===== src/rtl/oftx_pkg.sv =====
package oftx_pkg;

   typedef enum logic [1:0] {
      ST_IDLE  = 2'd0,
      ST_ARMED = 2'd1,
      ST_SEND  = 2'd2,
      ST_WAIT  = 2'd3
   } oftx_state_e;

   function automatic int frame_samples(input int start_len, input int data_w, input int spb);
      return start_len + data_w * spb;
   endfunction

endpackage


===== src/rtl/oftx_step_counter.sv =====
module oftx_step_counter #(
   parameter int LIMIT = 4,
   parameter int W     = 2
) (
   input  logic         clk,
   input  logic         rst_n,
   input  logic         clr,
   input  logic         inc,
   output logic [W-1:0] value
);

   if (LIMIT < 1 || (LIMIT - 1) >= (1 << W)) begin : g_bad_width
      initial $fatal(1, "oftx_step_counter: W too small for LIMIT");
   end

   always_ff @(posedge clk or negedge rst_n) begin
      if (!rst_n) begin
         value <= '0;
      end else if (clr) begin
         value <= '0;
      end else if (inc) begin
         value <= value + W'(1);
      end
   end

endmodule


===== src/rtl/oftx_sample_mux.sv =====
module oftx_sample_mux #(
   parameter int DATA_W          = 8,
   parameter int START_SAMPLES   = 8,
   parameter int SAMPLES_PER_BIT = 4,
   parameter bit LSB_FIRST       = 1'b1,
   parameter int POS_W           = 6
) (
   input  logic [POS_W-1:0]  idx,
   input  logic [DATA_W-1:0] data,
   output logic              sample
);

   logic [DATA_W-1:0] ordered;
   logic [DATA_W-1:0] hit;
   logic              in_start;

   if (LSB_FIRST) begin : g_lsb_first
      assign ordered = data;
   end else begin : g_msb_first
      for (genvar i = 0; i < DATA_W; i++) begin : g_rev
         assign ordered[i] = data[DATA_W-1-i];
      end
   end

   for (genvar i = 0; i < DATA_W; i++) begin : g_slot
      localparam int LO = START_SAMPLES + i * SAMPLES_PER_BIT;
      localparam int HI = LO + SAMPLES_PER_BIT;
      assign hit[i] = (idx >= POS_W'(LO)) && (idx < POS_W'(HI));
   end

   assign in_start = (idx < POS_W'(START_SAMPLES));
   assign sample   = in_start | (|(hit & ordered));

endmodule


===== src/rtl/oftx_ctrl.sv =====
module oftx_ctrl
   import oftx_pkg::*;
(
   input  logic clk,
   input  logic rst_n,
   input  logic smp_en,
   input  logic in_valid,
   input  logic ack_in,
   input  logic pos_last,
   input  logic wait_last,
   input  logic try_last,
   input  logic sample_bit,
   output logic accept,
   output logic start_frame,
   output logic pos_clr,
   output logic pos_inc,
   output logic wait_clr,
   output logic wait_inc,
   output logic try_clr,
   output logic try_inc,
   output logic in_ready,
   output logic busy,
   output logic line_out,
   output logic fail
);

   oftx_state_e st_q, st_d;
   logic        win_edge;
   logic        timeout;
   logic        acked;
   logic        line_d;
   logic        fail_d;

   assign win_edge = smp_en && (st_q == ST_WAIT);
   assign acked    = win_edge && ack_in;
   assign timeout  = win_edge && !ack_in && wait_last;

   assign in_ready    = (st_q == ST_IDLE);
   assign busy        = (st_q != ST_IDLE);
   assign accept      = in_valid && in_ready;
   assign start_frame = (smp_en && (st_q == ST_ARMED)) || (timeout && !try_last);

   assign pos_clr  = start_frame;
   assign pos_inc  = smp_en && (st_q == ST_SEND) && !pos_last;
   assign wait_clr = smp_en && (st_q == ST_SEND) && pos_last;
   assign wait_inc = win_edge && !ack_in && !wait_last;
   assign try_clr  = accept;
   assign try_inc  = timeout && !try_last;

   always_comb begin
      st_d   = st_q;
      fail_d = 1'b0;
      unique case (st_q)
         ST_IDLE: begin
            if (accept) st_d = ST_ARMED;
         end
         ST_ARMED: begin
            if (smp_en) st_d = ST_SEND;
         end
         ST_SEND: begin
            if (smp_en && pos_last) st_d = ST_WAIT;
         end
         ST_WAIT: begin
            if (acked) begin
               st_d = ST_IDLE;
            end else if (timeout) begin
               if (try_last) begin
                  st_d   = ST_IDLE;
                  fail_d = 1'b1;
               end else begin
                  st_d = ST_SEND;
               end
            end
         end
         default: st_d = ST_IDLE;
      endcase
   end

   always_comb begin
      if (start_frame || pos_inc) line_d = sample_bit;
      else                        line_d = 1'b0;
   end

   always_ff @(posedge clk or negedge rst_n) begin
      if (!rst_n) begin
         st_q     <= ST_IDLE;
         line_out <= 1'b0;
         fail     <= 1'b0;
      end else begin
         st_q <= st_d;
         fail <= fail_d;
         if (smp_en) line_out <= line_d;
      end
   end

endmodule


===== src/rtl/oframe_tx.sv =====
module oframe_tx
   import oftx_pkg::*;
#(
   parameter int DATA_W          = 8,
   parameter int START_SAMPLES   = 8,
   parameter int SAMPLES_PER_BIT = 4,
   parameter int ACK_WINDOW      = 4,
   parameter int MAX_ATTEMPTS    = 8,
   parameter bit LSB_FIRST       = 1'b1
) (
   input  logic              clk,
   input  logic              rst_n,
   input  logic              smp_en,
   input  logic [DATA_W-1:0] in_data,
   input  logic              in_valid,
   output logic              in_ready,
   input  logic              ack_in,
   output logic              line_out,
   output logic              busy,
   output logic              fail
);

   localparam int FRAME_LEN = frame_samples(START_SAMPLES, DATA_W, SAMPLES_PER_BIT);
   localparam int POS_W     = $clog2(FRAME_LEN + 1);
   localparam int WAIT_W    = (ACK_WINDOW > 1) ? $clog2(ACK_WINDOW) : 1;
   localparam int TRY_W     = (MAX_ATTEMPTS > 1) ? $clog2(MAX_ATTEMPTS) : 1;

   if (DATA_W < 1) begin : g_chk_data_w
      initial $fatal(1, "oframe_tx: DATA_W must be at least 1");
   end
   if (START_SAMPLES < 1) begin : g_chk_start
      initial $fatal(1, "oframe_tx: START_SAMPLES must be at least 1");
   end
   if (SAMPLES_PER_BIT < 1) begin : g_chk_spb
      initial $fatal(1, "oframe_tx: SAMPLES_PER_BIT must be at least 1");
   end
   if (ACK_WINDOW < 1) begin : g_chk_window
      initial $fatal(1, "oframe_tx: ACK_WINDOW must be at least 1");
   end
   if (MAX_ATTEMPTS < 1) begin : g_chk_tries
      initial $fatal(1, "oframe_tx: MAX_ATTEMPTS must be at least 1");
   end

   logic [DATA_W-1:0] byte_q;
   logic [POS_W-1:0]  pos_q;
   logic [POS_W-1:0]  idx;
   logic [WAIT_W-1:0] wait_q;
   logic [TRY_W-1:0]  try_q;
   logic pos_last, wait_last, try_last;
   logic accept, start_frame, sample_bit;
   logic pos_clr, pos_inc, wait_clr, wait_inc, try_clr, try_inc;

   always_ff @(posedge clk or negedge rst_n) begin
      if (!rst_n)      byte_q <= '0;
      else if (accept) byte_q <= in_data;
   end

   assign pos_last  = (pos_q == POS_W'(FRAME_LEN - 1));
   assign wait_last = (wait_q == WAIT_W'(ACK_WINDOW - 1));
   assign try_last  = (try_q == TRY_W'(MAX_ATTEMPTS - 1));
   assign idx       = start_frame ? '0 : (pos_q + POS_W'(1));

   oftx_step_counter #(.LIMIT(FRAME_LEN), .W(POS_W)) u_pos (
      .clk(clk), .rst_n(rst_n), .clr(pos_clr), .inc(pos_inc), .value(pos_q)
   );

   oftx_step_counter #(.LIMIT(ACK_WINDOW), .W(WAIT_W)) u_wait (
      .clk(clk), .rst_n(rst_n), .clr(wait_clr), .inc(wait_inc), .value(wait_q)
   );

   oftx_step_counter #(.LIMIT(MAX_ATTEMPTS), .W(TRY_W)) u_try (
      .clk(clk), .rst_n(rst_n), .clr(try_clr), .inc(try_inc), .value(try_q)
   );

   oftx_sample_mux #(
      .DATA_W(DATA_W), .START_SAMPLES(START_SAMPLES), .SAMPLES_PER_BIT(SAMPLES_PER_BIT),
      .LSB_FIRST(LSB_FIRST), .POS_W(POS_W)
   ) u_mux (
      .idx(idx), .data(byte_q), .sample(sample_bit)
   );

   oftx_ctrl u_ctrl (
      .clk(clk), .rst_n(rst_n), .smp_en(smp_en), .in_valid(in_valid), .ack_in(ack_in),
      .pos_last(pos_last), .wait_last(wait_last), .try_last(try_last),
      .sample_bit(sample_bit), .accept(accept), .start_frame(start_frame),
      .pos_clr(pos_clr), .pos_inc(pos_inc), .wait_clr(wait_clr), .wait_inc(wait_inc),
      .try_clr(try_clr), .try_inc(try_inc), .in_ready(in_ready), .busy(busy),
      .line_out(line_out), .fail(fail)
   );

endmodule


===== config.mk =====
export PLATFORM = sky130hd
export DESIGN_NAME = oframe_tx
export DESIGN_NICKNAME = d
export VERILOG_FILES = /design/src/rtl/oftx_pkg.sv /design/src/rtl/oftx_step_counter.sv /design/src/rtl/oftx_sample_mux.sv /design/src/rtl/oftx_ctrl.sv /design/src/rtl/oframe_tx.sv
export SDC_FILE = /design/constraint.sdc
export NUM_CORES = 1
export LEC_CHECK = 0
export ABC_AREA = 1
export BUFFER_PORTS_ARGS = -buffer_cell sky130_fd_sc_hd__buf_2
export CAP_MARGIN = 20
export CORE_UTILIZATION = 35
export DETAILED_ROUTE_END_ITERATION = 10
export PLACE_DENSITY = 0.5
export SYNTH_ARGS = -nofsm -noshare
export SYNTH_HDL_FRONTEND = slang
export SYNTH_SLANG_ARGS = --single-unit

===== constraint.sdc =====
create_clock -name clk -period 1.8 [get_ports clk]
set_clock_uncertainty 0.1 [all_clocks]
set_input_delay 0.09 -clock clk [delete_from_list [all_inputs] [get_ports clk]]
set_output_delay 0.09 -clock clk [all_outputs]
set_load 0.02 [all_outputs]

==> results of run 1 <==
[registers in the layout, indices dropped and copies added (netlist names)]
signal,count
byte_q,8
u_ctrl.fail,1
u_ctrl.line_out,1
u_ctrl.st_q,2
u_pos.value,6
u_try.value,3
u_wait.value,2
[cell usage after synthesis (2+ instances only)]
cell	n	area, um2
nand2_1	40	150
inv_1	28	105
dfrtp_1	23	576
nand3_1	11	55.1
o21ai_0	11	55.1
nor2_1	9	33.8
nand4_1	7	43.8
a21oi_1	5	25.0
nand2_2	5	31.3
ha_1	4	50.1
o21ai_1	4	20.0
o22ai_1	3	18.8
nand3_2	2	20.0
[per-layer routing]
metal / global-route usage, % / routed length, um
met2: 22.4 / 1190
met4: 5.23 / 20
met1: 19.9 / 1260
met5: 0 / 0
met3: 1.64 / 70
[stage by stage]
step / setup WS (ns) / total power, mW / utilization, % / std cells
final: 0.149 / 1.98 / 44.9 / 236
after global routing: 0.00349 / 2.18 / 44.9 / 236
after CTS: 0.119 / 2.01 / 44.9 / 236
after detailed placement: 0.151 / 1.74 / 41.2 / 222
after global placement: 0.156 / 1.74 / 41.2 / 222
after floorplan: 0.101 / 1.56 / - / 161
[what timing repair did]
item                       4_1_cts  5_1_grt
resized for setup                0        1
setup endpoints to repair        0        6
hold buffers                    10        0
hold endpoints to repair        32        0
[worst reg2reg max path, cell delays in order (launching register included)]
cell and delay (ns):
dfrtp_1 0.42, ha_1 0.21, ha_1 0.18, inv_1 0.11
nand3_2 0.21, nand2_1 0.17, a21oi_1 0.05, nand2_1 0.07
nand2_1 0.05, nand2_1 0.05
[cell type report]
class	count	share of cell area (%)
clock buffers	4	1.71
inverters	28	6.85
multi-input cells	108	37.9
flip-flops and latches	23	37.6
well taps	46	3.75
repair buffers	27	12.2
[cell families (layout without fill, tap and decap cells)]
| family | after synthesis | in the layout | share of synthesized area [%] |
|---|---|---|---|
| mux | 1 | 1 | 0.781 |
| flops | 23 | 23 | 44.9 |
| buf+inv | 30 | 59 | 9.67 |
| simple gates | 78 | 78 | 30.2 |
| compound gates | 24 | 24 | 9.86 |
| xor+xnor | 1 | 1 | 0.684 |
| fa+ha+maj | 4 | 4 | 3.91 |
[how the worst max path moves through the flow]
stage / startpoint / endpoint / slack, ns / depth (start not counted)
floorplan: u_ctrl.st_q[0] / u_try.value[1] / 0.10 / 7
global placement: u_pos.value[0] / u_ctrl.line_out / 0.16 / 11
detailed placement: u_pos.value[0] / u_ctrl.line_out / 0.15 / 11
CTS: u_pos.value[0] / u_ctrl.line_out / 0.12 / 11
global route: u_pos.value[0] / u_ctrl.line_out / 0.003 / 11
finish: u_try.value[0] / u_ctrl.line_out / 0.15 / 9
[power by group through the flow]
stage,Combinational (mW),Clock (mW),Sequential (mW)
global placement,0.836,0,0.900
floorplan,0.696,0,0.865
global route,0.981,0.275,0.928
CTS,0.862,0.258,0.890
detailed placement,0.840,0,0.901
finish,0.851,0.240,0.894
==> reports/metrics.yaml, run 1 <==
syn-mean-instance-area_um2: 7.96
r2r-end: "u_ctrl.line_out"
cts_tree: "done"
fp.dieH_um: 62.5
maxCapViolations: 0
io_pins: 17
cp_data_required_time_ns: 1.96
maxSlewHeadroom_pct: 64.4
worstMarginPinSlew_ns: 0.534
coreArea_mm2: 0.00342
holdPathStages: 3
vias: 1069
p_clk_share_pct: 12.1
yosys.cell_types.count: 22
clock_latency_ns: 0.31
critPathMostFrequentCell: "nand2_1"
htree_levels: 1
pwr-share-seq_pct: 45.0
power.density_mw_per_mm2: 1290
antenna_cells: 0
yosysWarnings: 0
critPathKind: "reg -> reg"
intPower_mw: 1.15
start_kind: "flip-flop"
grt_max_degree: 24
seq_area_um2: 577
grt_pass1_vias: 1025
place_area_mm2: 0.00141
wl_per_cell_um: 10.7
io_buffers: 16
r2r-start: "u_try.value[0]"
rows: 21
grt_pass1_wl_um: 4400
ant_nets: 0
drive_gt1_share_pct: 16.8
final_cell_mix: "40 x nand2_1, 28 x inv_1, 22 x dfrtp_1, 16 x buf_2"
initial_utilization_pct: 37.5
drtIter0Drc: 49
seq_area_frac_synth_pct: 44.9
r2r_slack_ns: 0.15
multi_input_area_um2: 582
final_period_minus_worst_setup_slack_ns: 1.65
holdPathEnd: "u_ctrl.st_q[1]"
final-max-slew-violation-count: 0
hp-start: "in_valid"
crit_path_max_fanout: 8
nNetsFinal: 208
switching_share_pct: 42.2
dieArea_mm2: 0.00391
async_reset_ff_share_pct: 100
final_common_cell: "nand2_1"
critPathTopFamily: "simple AND/OR/NAND/NOR gates"
fillCellCount: 363
fmax_ghz: 0.606
syn_inst: 161
rr_worst_depth: 9
cts_setup_buffers: 0
fin_area_mm2: 0.00154
synthesis.area_mm2: 0.00128
crit_chain: "ha_1 -> ha_1 -> inv_1 -> nand3_2 -> nand2_1 -> a21oi_1 -> nand2_1 -> nand2_1 -> nand2_1"
gr-total-overflow: 0
gp_congestion: 0.841
syn_nets: 178
die_width_um: 62.5
rsz0062_at_grt: "no"
drt_wl_total_um: 2540
crit_path_top_delay_cell: "dfrtp_1"
cpPeakStageDelay_ns: 0.42
clk_path_buf_depth: 2
track_usage_pct: 14.2
drtPass1Iterations: 4
hold_violations: 0
dpl.hpwl_um: 1850
antenna_found_initial: 0
cp_data_arrival_time_ns: 1.81
setup_viol: 0
crit_buf_inv: 1
cts.sinks: 23
finalCritPeriodShare_pct: 91.7
worst_setup_path_end_kind: "flip-flop"
cts_root_buf: "clkbuf_4"
tns_ns: 0
via_per_inst: 4.53
outcome: "complete, no violations"
p_comb_share_pct: 42.9
drc: 0
areaGrowthSynthToFinish_pct: 19.8
leakagePower_nw: 0.783
fin_hold_ws_ns: 0.0158
synth_ff_type: "dfrtp_1"
synth_edf_count: 0
clkTransAtPathRegs_ns: 0.12
ys_seq_elements: 23
p_switching_mw: 0.837
holdCritPathClass: "in -> reg"
cts_made_buffers: 3
ir_drop_mv: 0.586
No activity file was read; power rests on OpenSTA's default activity.
==> run 2: changes to the inputs <==
--- a/config.mk
+++ b/config.mk
@@ -8,9 +8,10 @@
 export ABC_AREA = 1
 export BUFFER_PORTS_ARGS = -buffer_cell sky130_fd_sc_hd__buf_2
 export CAP_MARGIN = 20
-export CORE_UTILIZATION = 35
+export CORE_MARGIN = 8
+export CORE_UTILIZATION = 50
 export DETAILED_ROUTE_END_ITERATION = 10
-export PLACE_DENSITY = 0.5
+export PLACE_DENSITY = 0.71
 export SYNTH_ARGS = -nofsm -noshare
 export SYNTH_HDL_FRONTEND = slang
 export SYNTH_SLANG_ARGS = --single-unit
==> run 2 against run 1 <==
Power grew 1.2%. Combinational power grew 1%. Sequential share of layout area grew 0.47 points. Via count grew 3.6%. Critical endpoint unchanged.
==> reports/metrics.yaml, run 2 (synthesized netlist as in run 1, its figures left out) <==
outcome: "complete, no violations"  # unchanged
cp_data_arrival_time_ns: 1.77  # was 1.81 ns
antenna_found_initial: 0  # unchanged
final_cell_mix: "40 x nand2_1, 28 x inv_1, 22 x dfrtp_1, 16 x buf_2"  # unchanged
critPathKind: "reg -> reg"  # unchanged
ant_nets: 0  # unchanged
grt_pass1_vias: 1116  # was 1025
gr-total-overflow: 0  # unchanged
dpl.hpwl_um: 1980  # was 1850 um
drtIter0Drc: 51  # was 49
crit_path_max_fanout: 7  # was 8
io_pins: 17  # unchanged
crit_chain: "ha_1 -> inv_1 -> nand2_2 -> nand2_2 -> nand2_1 -> nand3_1 -> nand3_1 -> nand2_1 -> nand2_1 -> nand2_1 -> nand2_1"  # was ha_1 -> ha_1 -> inv_1 -> nand3_2 -> nand2_1 -> a21oi_1 -> nand2_1 -> nand2_1 -> nand2_1
vias: 1107  # was 1069
rsz0062_at_grt: "no"  # unchanged
m1WireLength_um: 1230  # was 1260 um
cpPeakStageDelay_ns: 0.47  # was 0.42 ns
grt_max_degree: 24  # unchanged
clk_path_buf_depth: 2  # unchanged
antenna_cells: 0  # unchanged
cts.sinks: 23  # unchanged
drc: 0  # unchanged
initial_utilization_pct: 52.2  # was 37.5%
hold_violations: 0  # unchanged
critPathTopFamily: "simple AND/OR/NAND/NOR gates"  # unchanged
drive_gt1_share_pct: 17.4  # was 16.8%
dieArea_mm2: 0.00444  # was 0.00391 mm2
maxCapViolations: 0  # unchanged
final_period_minus_worst_setup_slack_ns: 1.66  # was 1.65 ns
fillCellCount: 217  # was 363
coreArea_mm2: 0.00245  # was 0.00342 mm2
htree_levels: 1  # unchanged
fin_util_pct: 61.8  # was 44.9%
drt_wl_total_um: 2710  # was 2540 um
cts_tree: "done"  # unchanged
wl_met2_um: 1380  # was 1190 um
fmax_ghz: 0.603  # was 0.606 GHz
start_kind: "flip-flop"  # unchanged
maxSlewHeadroom_pct: 63.9  # was 64.4%
largest_reg_flops: 8  # unchanged
crit_buf_inv: 1  # unchanged
grt_pass1_wl_um: 4700  # was 4400 um
holdPathEnd: "u_pos.value[2]"  # was u_ctrl.st_q[1]
holdPathStages: 3  # unchanged
hp-start: "smp_en"  # was in_valid
power.density_mw_per_mm2: 1320  # was 1290 mW/mm2
rr_worst_depth: 11  # was 9
cts_root_buf: "clkbuf_4"  # unchanged
critPathMostFrequentCell: "nand2_1"  # unchanged
fp.dieH_um: 66.6  # was 62.5 um
crit_path_top_delay_cell: "dfrtp_2"  # was dfrtp_1
r2r-end: "u_ctrl.line_out"  # unchanged
track_usage_pct: 13.2  # was 14.2%
finalCritPeriodShare_pct: 92.1  # was 91.7%
r2r-start: "u_pos.value[0]"  # was u_try.value[0]
gp_congestion: 0.866  # was 0.841
nNetsFinal: 208  # unchanged
leakagePower_nw: 0.786  # was 0.783 nW
reg_top3: "byte_q (8), u_pos.value (6), u_try.value (3)"  # unchanged
rows: 18  # was 21
crit_cells: 11  # was 9
final_common_cell: "nand2_1"  # unchanged
worst_setup_path_end_kind: "flip-flop"  # unchanged
setup_viol: 0  # unchanged
drtPass1Iterations: 4  # unchanged
clock_latency_ns: 0.31  # about the same
cp_data_required_time_ns: 1.92  # was 1.96 ns
cts_setup_buffers: 0  # unchanged
tns_ns: 0  # unchanged
final-max-slew-violation-count: 0  # unchanged
wl_per_cell_um: 12.3  # was 10.7 um
met3WireLength_um: 82  # was 70 um
clkTransAtPathRegs_ns: 0.14  # was 0.12 ns
highest_layer: "met4"  # unchanged
io_buffers: 16  # unchanged
top_register: "byte_q"  # unchanged
fin_hold_ws_ns: 0.0257  # was 0.0158 ns
areaGrowthSynthToFinish_pct: 18.4  # was 19.8%
r2r_slack_ns: 0.14  # was 0.15 ns
via_per_inst: 5.03  # was 4.53
cts_made_buffers: 3  # unchanged
die_width_um: 66.6  # was 62.5 um
worstMarginPinSlew_ns: 0.541  # was 0.534 ns
ir_drop_mv: 0.791  # was 0.586 mV
holdCritPathClass: "in -> reg"  # unchanged
run 2: cell types whose count changed in the layout (fill, tap and decap cells not counted):
cell / previous run / this run
clkbuf_1: 1 / 0
clkinv_2: 0 / 1
run 2: what timing repair did:
item | in CTS | in global routing
endpoints found under the setup margin | 0 | 4
endpoints found under the hold margin | 32 | 0
gates resized for setup | 0 | 1
hold buffers | 10 | 0
run 2: how the worst max path moves through the flow:
stage,from,endpoint,slack (ns)
after global routing,u_pos.value[0],u_ctrl.st_q[0],0.02
after global placement,u_pos.value[0],u_ctrl.line_out,0.17
final,u_pos.value[0],u_ctrl.line_out,0.14
after CTS,u_pos.value[0],u_ctrl.st_q[0],0.11
after floorplan,u_ctrl.st_q[0],u_try.value[1],0.10
after detailed placement,u_pos.value[0],u_pos.value[0],0.15
run 2: worst min-delay path, delay by kind of cell:
kind / cells / cell delay [ns]
compound gates: 1 / 0.10
simple gates: 1 / 0.10
buf+inv: 1 / 0.12
run 2: stage by stage:
stage          power (mW)  worst slack (ns)  instances  cell area [um2]
4_1_cts              2.02             0.114        220             1520
3_5_place_dp         1.75             0.146        206             1390
3_3_place_gp         1.73             0.166        206             1390
5_1_grt              2.19            0.0202        220             1520
6_report             2.01             0.142        220             1520
2_1_floorplan        1.56             0.101        161             1280
run 2: layout make-up:
cell class	count	area [um2]	share of cell area, %
clock buffers	3	22.5	1.49
clock inverters	1	5.00	0.330
inverters	28	105	6.93
multi-input cells	108	582	38.4
flip-flops and latches	23	577	38.0
well taps	30	37.5	2.48
repair buffers	27	188	12.4
run 2: report_power, final:
group / switching (mW) / leakage, nW / internal (mW) / total [mW]
sequential: 0.171 / 0.286 / 0.729 / 0.900
clock: 0.161 / 0.0177 / 0.0830 / 0.244
combinational: 0.528 / 0.482 / 0.335 / 0.863
run 2: per-layer routing:
layer  GRT usage, %  vias up
met5              0        -
met4           3.20        0
met3           2.68        2
met2           23.7       24
met1           15.6      502
li1               -      579
==> run 3: changes to the inputs <==
--- a/config.mk
+++ b/config.mk
@@ -9,9 +9,9 @@
 export BUFFER_PORTS_ARGS = -buffer_cell sky130_fd_sc_hd__buf_2
 export CAP_MARGIN = 20
 export CORE_MARGIN = 8
-export CORE_UTILIZATION = 50
+export CORE_UTILIZATION = 56
 export DETAILED_ROUTE_END_ITERATION = 10
-export PLACE_DENSITY = 0.71
+export PLACE_DENSITY = 0.78
 export SYNTH_ARGS = -nofsm -noshare
 export SYNTH_HDL_FRONTEND = slang
 export SYNTH_SLANG_ARGS = --single-unit
==> run 3 against run 2 <==
First-iteration DRC count shrank 14%. Sequential share of layout area grew 0.094 points. Via count grew 3.3%. Die area shrank 8.2%. Global-route usage grew 0.50 points. Largest cell class unchanged. Critical path type unchanged. Largest power group unchanged. Sequential power is essentially flat.
==> reports/metrics.yaml, run 3 (synthesized netlist as in run 1, its figures left out) <==
maxCapViolations: 0  # unchanged
seq_area_um2: 577  # unchanged
cts_made_buffers: 3  # unchanged
drtPass1Iterations: 4  # unchanged
nNetsFinal: 208  # unchanged
final_period_minus_worst_setup_slack_ns: 1.66  # about the same
place_ws_ns: 0.151  # was 0.146 ns
ant_nets: 0  # unchanged
gr-total-overflow: 0  # unchanged
rsz0062_at_grt: "no"  # unchanged
p_comb_share_pct: 43.3  # was 43.0%
rows: 17  # was 18
ir_drop_mv: 0.814  # was 0.791 mV
reg_top3: "byte_q (8), u_pos.value (6), u_try.value (3)"  # unchanged
final_cell_mix: "40 x nand2_1, 28 x inv_1, 22 x dfrtp_1, 16 x buf_2"  # unchanged
hold_violations: 0  # unchanged
largest_reg_flops: 8  # unchanged
dpl.hpwl_um: 1980  # about the same
grt_pass1_vias: 1129  # was 1116
start_kind: "flip-flop"  # unchanged
final_common_cell: "nand2_1"  # unchanged
place_area_mm2: 0.00139  # about the same
top_register: "byte_q"  # unchanged
rr_worst_depth: 9  # was 11
worstMarginPinSlew_ns: 0.510  # was 0.541 ns
p_clk_share_pct: 11.7  # was 12.2%
multi_input_area_um2: 582  # unchanged
io_pins: 17  # unchanged
drtIter0Drc: 44  # was 51
switching_share_pct: 42.4  # was 42.9%
cts_tree: "done"  # unchanged
maxSlewHeadroom_pct: 66.0  # was 63.9%
cp_data_required_time_ns: 1.95  # was 1.92 ns
fmax_ghz: 0.603  # about the same
die_width_um: 63.8  # was 66.6 um
crit_path_max_fanout: 8  # was 7
gp_congestion: 0.964  # was 0.866
drc: 0  # unchanged
areaGrowthSynthToFinish_pct: 18.1  # was 18.4%
final-max-slew-violation-count: 0  # unchanged
fin_area_mm2: 0.00151  # was 0.00152 mm2
clock_latency_ns: 0.30  # was 0.31 ns
htree_levels: 1  # unchanged
worst_setup_path_end_kind: "flip-flop"  # unchanged
coreArea_mm2: 0.00219  # was 0.00245 mm2
finalCritPeriodShare_pct: 92.1  # about the same
fp.dieH_um: 63.8  # was 66.6 um
clkTransAtPathRegs_ns: 0.12  # was 0.14 ns
drt_wl_total_um: 2590  # was 2710 um
power.density_mw_per_mm2: 1320  # about the same
via_per_inst: 5.25  # was 5.03
fillCellCount: 194  # was 217
clk_path_buf_depth: 2  # unchanged
outcome: "complete, no violations"  # unchanged
tns_ns: 0  # unchanged
holdCritPathClass: "in -> reg"  # unchanged
setup_viol: 0  # unchanged
track_usage_pct: 13.7  # was 13.2%
holdPathStages: 3  # unchanged
io_buffers: 16  # unchanged
initial_utilization_pct: 58.5  # was 52.2%
cts_setup_buffers: 0  # unchanged
setup_ws_ns: 0.142  # about the same
antenna_cells: 0  # unchanged
critPathKind: "reg -> reg"  # unchanged
finalPower_mw: 2.00  # was 2.01 mW
fin_util_pct: 69.0  # was 61.8%
dieArea_mm2: 0.00407  # was 0.00444 mm2
wl_per_cell_um: 11.9  # was 12.3 um
intPower_mw: 1.15  # about the same
leakagePower_nw: 0.783  # was 0.786 nW
vias: 1144  # was 1107
p_switching_mw: 0.847  # was 0.861 mW
grt_max_degree: 24  # unchanged
cp_data_arrival_time_ns: 1.81  # was 1.77 ns
pwr-share-seq_pct: 45.0  # was 44.8%
antenna_found_initial: 0  # unchanged
cts_root_buf: "clkbuf_4"  # unchanged
grt_pass1_wl_um: 4640  # was 4700 um
drive_gt1_share_pct: 16.8  # was 17.4%
cts.sinks: 23  # unchanged
## run 3: layout make-up
| type | count | share of cell area [%] |
|---|---|---|
| well taps | 28 | 2.32 |
| clock buffers | 4 | 1.74 |
| flip-flops and latches | 23 | 38.1 |
| inverters | 28 | 6.95 |
| multi-input cells | 108 | 38.5 |
| repair buffers | 27 | 12.4 |
## run 3: metrics by stage
stage | instances | hold slack (ns)
6_report | 218 | 0.0279
5_1_grt | 218 | 0.0569
4_1_cts | 218 | 0.0253
3_5_place_dp | 204 | -0.0133
3_3_place_gp | 204 | -0.0186
2_1_floorplan | 161 | -0.306
## run 3: what timing repair did
item | 4_1_cts | 5_1_grt
gates resized for setup | 0 | 1
hold endpoints to repair | 32 | 0
setup endpoints to repair | 0 | 5
hold buffers | 10 | 0
## run 3: worst paths after layout
path                                startpoint         endpoint  slack (ns)
worst max-delay path            u_try.value[0]  u_ctrl.line_out        0.14
worst min-delay path                  in_valid   u_ctrl.st_q[1]        0.03
worst max register to register  u_try.value[0]  u_ctrl.line_out        0.14
worst min register to register       byte_q[6]        byte_q[6]        0.39
max in group asynchronous                rst_n   u_pos.value[0]        1.06
min in group asynchronous                rst_n      u_ctrl.fail        0.17
## run 3: per-layer routing
metal / share of wire (%) / vias to the layer above / track usage [%]
li1: - / 577 / -
met1: 44 / 528 / 16.4
met2: 51 / 37 / 23.6
met3: 4.9 / 2 / 2.96
met4: 0.69 / 0 / 5.01
met5: 0 / - / 0
## run 3: power by group through the flow
| stage | Sequential, mW | Combinational [mW] | Clock [mW] |
|---|---|---|---|
| 3_3_place_gp | 0.899 | 0.812 | 0 |
| 2_1_floorplan | 0.865 | 0.696 | 0 |
| 3_5_place_dp | 0.906 | 0.849 | 0 |
| 4_1_cts | 0.894 | 0.874 | 0.245 |
| 6_report | 0.899 | 0.865 | 0.233 |
| 5_1_grt | 0.925 | 1.01 | 0.257 |
## run 3: critical path, stage by stage, from the launching register on
cell and delay [ns]:
dfrtp_1 0.41, ha_1 0.21, ha_1 0.17, inv_1 0.11, nand3_2 0.21, nand2_1 0.17
a21oi_1 0.05, nand2_1 0.07, nand2_1 0.05, nand2_1 0.05
